## config.mk

```make
export PLATFORM = sky130hd
export DESIGN_NAME = dclk_recover
export DESIGN_NICKNAME = d
export VERILOG_FILES = /design/src/rtl/dclk_pkg.sv /design/src/rtl/dclk_sync.sv /design/src/rtl/dclk_edge.sv /design/src/rtl/dclk_phase.sv /design/src/rtl/dclk_recover.sv
export SDC_FILE = /design/constraint.sdc
export NUM_CORES = 1
export LEC_CHECK = 0
export BUFFER_PORTS_ARGS = -buffer_cell sky130_fd_sc_hd__buf_2
export CAP_MARGIN = 20
export CORE_AREA = 8 8 45 47
export DETAILED_ROUTE_END_ITERATION = 6
export DIE_AREA = 0 0 53 55
export PLACE_DENSITY = 0.48
export SYNTH_ARGS = -nofsm -noshare
export SYNTH_HDL_FRONTEND = slang
export SYNTH_HIERARCHICAL = 1
export SYNTH_SLANG_ARGS = --single-unit
```

## constraint.sdc

```tcl
create_clock -name clk -period 1.5 [get_ports clk]
set_input_delay 0.45 -clock clk [delete_from_list [all_inputs] [get_ports clk]]
set_output_delay 0.45 -clock clk [all_outputs]
set_load 0.02 [all_outputs]
```

## src/rtl/dclk_pkg.sv

```systemverilog
package dclk_pkg;

    // Per-cycle event handed from the edge detector to the phase counter.
    typedef struct packed {
        logic tick;   // reference pulse this cycle
        logic trans;  // synchronized level differs from the one held at the last tick
        logic level;  // synchronized data level
    } edge_evt_t;

endpackage

```

## src/rtl/dclk_sync.sv

```systemverilog
module dclk_sync #(
    parameter int STAGES = 2
) (
    input  logic clk,
    input  logic rst,
    input  logic din,
    output logic dout
);

    typedef struct packed {
        logic [STAGES-1:0] chain;
    } sync_st_t;

    sync_st_t st_d, st_q;

    generate
        if (STAGES == 1) begin : g_single
            always_comb begin
                st_d = st_q;
                st_d.chain = din;
            end
        end else begin : g_chain
            always_comb begin
                st_d = st_q;
                st_d.chain = {st_q.chain[STAGES-2:0], din};
            end
        end
    endgenerate

    always_ff @(posedge clk) begin
        if (rst) st_q <= '0;
        else     st_q <= st_d;
    end

    assign dout = st_q.chain[STAGES-1];

endmodule

```

## src/rtl/dclk_edge.sv

```systemverilog
module dclk_edge
    import dclk_pkg::*;
(
    input  logic      clk,
    input  logic      rst,
    input  logic      tick,
    input  logic      level,
    output edge_evt_t evt,
    output logic      strobe
);

    typedef struct packed {
        logic prev;    // level captured at the last tick
        logic strobe;  // registered transition pulse
    } edge_st_t;

    edge_st_t st_d, st_q;

    always_comb begin
        evt.tick  = tick;
        evt.level = level;
        evt.trans = tick & (level ^ st_q.prev);

        st_d        = st_q;
        st_d.strobe = evt.trans;
        if (tick) st_d.prev = level;
    end

    always_ff @(posedge clk) begin
        if (rst) st_q <= '0;
        else     st_q <= st_d;
    end

    assign strobe = st_q.strobe;

endmodule

```

## src/rtl/dclk_phase.sv

```systemverilog
module dclk_phase
    import dclk_pkg::*;
#(
    parameter  int DIV  = 8,
    localparam int CW   = $clog2(DIV),
    localparam int HALF = DIV / 2,
    localparam int LAST = DIV - 1
) (
    input  logic          clk,
    input  logic          rst,
    input  edge_evt_t     evt,
    output logic          rec_clk,
    output logic          ret_data,
    output logic [CW-1:0] cnt
);

    typedef struct packed {
        logic [CW-1:0] cnt;
        logic          rec;
        logic          data;
    } phase_st_t;

    phase_st_t st_d, st_q;

    always_comb begin
        st_d = st_q;
        if (evt.tick) begin
            if (evt.trans) begin
                st_d.cnt = CW'(HALF);
            end else begin
                if (st_q.cnt == CW'(LAST)) st_d.cnt = '0;
                else                       st_d.cnt = st_q.cnt + CW'(1);
                if (st_q.cnt == CW'(LAST)) st_d.data = evt.level;
            end
            st_d.rec = (st_d.cnt < CW'(HALF));
        end
    end

    always_ff @(posedge clk) begin
        if (rst) st_q <= '0;
        else     st_q <= st_d;
    end

    assign rec_clk  = st_q.rec;
    assign ret_data = st_q.data;
    assign cnt      = st_q.cnt;

endmodule

```

## src/rtl/dclk_recover.sv

```systemverilog
module dclk_recover
    import dclk_pkg::*;
#(
    parameter  int DIV         = 8,
    parameter  int SYNC_STAGES = 2,
    localparam int CW          = $clog2(DIV)
) (
    input  logic clk,
    input  logic rst,
    input  logic ref_tick,
    input  logic ser_in,
    output logic rec_clk,
    output logic ret_data,
    output logic edge_stb
);

    logic          level_s;
    edge_evt_t     evt;
    logic [CW-1:0] phase_cnt;

    dclk_sync #(.STAGES(SYNC_STAGES)) u_sync (
        .clk  (clk),
        .rst  (rst),
        .din  (ser_in),
        .dout (level_s)
    );

    dclk_edge u_edge (
        .clk    (clk),
        .rst    (rst),
        .tick   (ref_tick),
        .level  (level_s),
        .evt    (evt),
        .strobe (edge_stb)
    );

    dclk_phase #(.DIV(DIV)) u_phase (
        .clk      (clk),
        .rst      (rst),
        .evt      (evt),
        .rec_clk  (rec_clk),
        .ret_data (ret_data),
        .cnt      (phase_cnt)
    );

endmodule

```

==> impl_metrics.json <==
{
  "status": "finished clean",
  "grt_pass1_vias": 273,
  "synth_area_leader_cell": "dfxtp_1",
  "grt_max_degree": 11,
  "slew_headroom_pct": 83.2,
  "avgRoutedWirePerCell_um": 11.6,
  "gp_congestion": 0.740,
  "critPathKind": "register to register",
  "clkTransAtPathRegs_ps": 60,
  "combPwrFrac_pct": 9.6,
  "cp_max_fo": 3,
  "tritoncts": "done",
  "hold_path_depth": 2,
  "ir_drop_mv": 0.443,
  "area.growth.synth_to_final_pct": 18.8,
  "synth-seq-area-share_pct": 47.5,
  "start_kind": "register",
  "synth_common_cells": "9 x dfxtp_1, 4 x nand2b_1",
  "clock-sinks": 9,
  "dieArea_um2": 2920,
  "dpl.cell_count": 56,
  "drive_above_1_share_pct": 29.5,
  "async_flop_share_pct": 0,
  "nFillCells": 144,
  "pwr-share-seq_pct": 52.6,
  "cts-root-buf": "clkbuf_4",
  "worstHoldPathType": "input port to register",
  "via_per_inst": 4.45,
  "swShare_pct": 22.9,
  "cp-end-kind": "register",
  "rsz0062_at_grt": "no",
  "netlist.area_leader.share_pct": 47.5,
  "grt_overflow": 0,
  "tns_ps": 0,
  "synth_ff_type": "dfxtp_1",
  "max-cap-violations": 0,
  "tightest_slew_ps": 251,
  "grt_pass1_wl_mm": 1.08,
  "io_pins": 7,
  "setup_viol": 0,
  "worstSetupStartpoint": "u_phase/cnt[0]",
  "pwr-share-clk_pct": 37.9,
  "track_usage_pct": 5.64,
  "die_w_um": 53,
  "wirelength_um": 695,
  "p_per_area_nw_per_um2": 1090,
  "syn_inst": 35,
  "required_ps": 1690,
  "synth_fp_nets": 41,
  "final_cells": 60,
  "cp.arrival_ps": 1630,
  "maxSlewViolCount": 0,
  "layout.nets": 51,
  "yosysMostFrequentCell": "dfxtp_1",
  "drc": 0,
  "synth.area.top_cells": "dfxtp_1 48%, ha_1 6.6%, nand2b_1 6.6%",
  "dp_hpwl_um": 524,
  "yosysWarnings": 6,
  "clock_latency_ps": 260,
  "syn-cell-area_um2": 379,
  "vias": 267,
  "io_buffer_count": 6,
  "start_util_pct": 27.4,
  "n_antenna_cell": 0,
  "cts_inserted_buffers": 3,
  "synthDistinctLibCells": 18,
  "holdWs_ps": 407,
  "p_leak_nw": 0.209,
  "r2r_cells": 4,
  "drtPass1Iterations": 4,
  "p_sw_mw": 0.113,
  "hold_path.startpoint": "ser_in",
  "p_int_mw": 0.378,
  "fin_crit_sh_pct": 96.0,
  "synth-edff-count": 0,
  "max_freq_mhz": 695,
  "ys_ff_latch": 9,
  "num_rows": 14,
  "cts.htree.levels": 1,
  "drt_first_iter_violations": 2,
  "timing.rr.start": "u_phase/cnt[0]",
  "ant_nets": 0,
  "avgSynthCellArea_um2": 10.8,
  "fin_skew_ps": 3.35,
  "antenna_found_initial": 0,
  "die_h_um": 55,
  "core_region_area_um2": 1380,
  "post-cts-setup-buffers": 0,
  "hold_viol_final": 0,
  "cts_buffer_depth": 2,
  "fin_crit_ps": 1440
}
## sequential cells by signal (all words and copies together) (netlist names)
name              cells
u_edge/strobe         1
u_sync/st_q           2
u_phase/cnt           3
u_edge/st_q           1
u_phase/ret_data      1
u_phase/rec_clk       1
## kinds of logic (layout without fill, tap and decap cells)
kind of cell               count (synthesis)  count (layout)  synth area share [%]
AOI/OAI and AO/OA                          3               3                  5.28
xor gates and xnor gates                   1               1                  2.31
adders and majority gates                  2               2                  6.60
buffers and inverters                      2              11                  3.96
DFF                                        9               9                  47.5
muxes                                      2               2                  5.28
and+or+nand+nor                           16              16                  29.0
## critical path, stage by stage, from the launching register on
cell and delay (ps):
dfxtp_1 330, ha_1 210, ha_2 190, or4b_1 510
a21oi_1 140
## cell type report
| class | instances | area (um2) | area share (%) |
|---|---|---|---|
| clock buffers | 4 | 26.3 | 5.83 |
| multi-input cells | 24 | 186 | 41.4 |
| flip-flops and latches | 9 | 180 | 40.0 |
| well taps | 16 | 20.0 | 4.44 |
| repair buffers | 7 | 37.5 | 8.33 |
## layout by cell type, fill, tap and decap left out
cell       count
and3b_1        1
xor2_1         1
mux2i_1        2
and2_2         1
nor2b_1        2
dfxtp_1        9
nand2b_1       4
buf_2          6
ha_2           1
nor3_1         1
nor3b_1        1
nand4bb_1      1
clkbuf_4       3
or4b_1         1
nand3b_1       1
buf_4          1
ha_1           1
and2b_1        1
o21ba_2        1
a21oi_1        2
nor2_1         2
clkbuf_1       1
## power groups by stage
stage / registers, mW / clock network, mW / logic [mW]
floorplan: 0.265 / 0 / 0.0294
global placement: 0.262 / 0 / 0.0450
detailed placement: 0.263 / 0 / 0.0474
CTS: 0.258 / 0.197 / 0.0475
global route: 0.259 / 0.205 / 0.0514
finish: 0.258 / 0.186 / 0.0469
## routing by layer
metal	share of wire [%]	track usage [%]	vias up
li1	-	-	135
met1	39	4.58	122
met2	51	9.18	6
met3	5.5	2.14	4
met4	4.2	7.76	0
met5	0	0	-
## final timing paths
kind              slack, ps             end
setup / recovery         60  u_phase/cnt[0]
hold / removal          410  u_sync/st_q[0]
setup reg to reg         60  u_phase/cnt[0]
hold reg to reg         470  u_sync/st_q[1]
## what timing repair did
item,CTS,global route
endpoints found under the setup margin,0,1
hold buffers,0,0
resized for setup,0,1
## metrics by stage
stage / power (mW) / instance area (um2) / util (%) / setup WS (ps)
after floorplan: 0.295 / 379 / - / 161
after global placement: 0.307 / 422 / 30.5 / 127
after detailed placement: 0.311 / 422 / 30.5 / 65.6
after CTS: 0.502 / 448 / 32.4 / 44.8
after global routing: 0.515 / 450 / 32.5 / 33.0
final: 0.490 / 450 / 32.5 / 60.2
(Power assumes the default switching activity.)
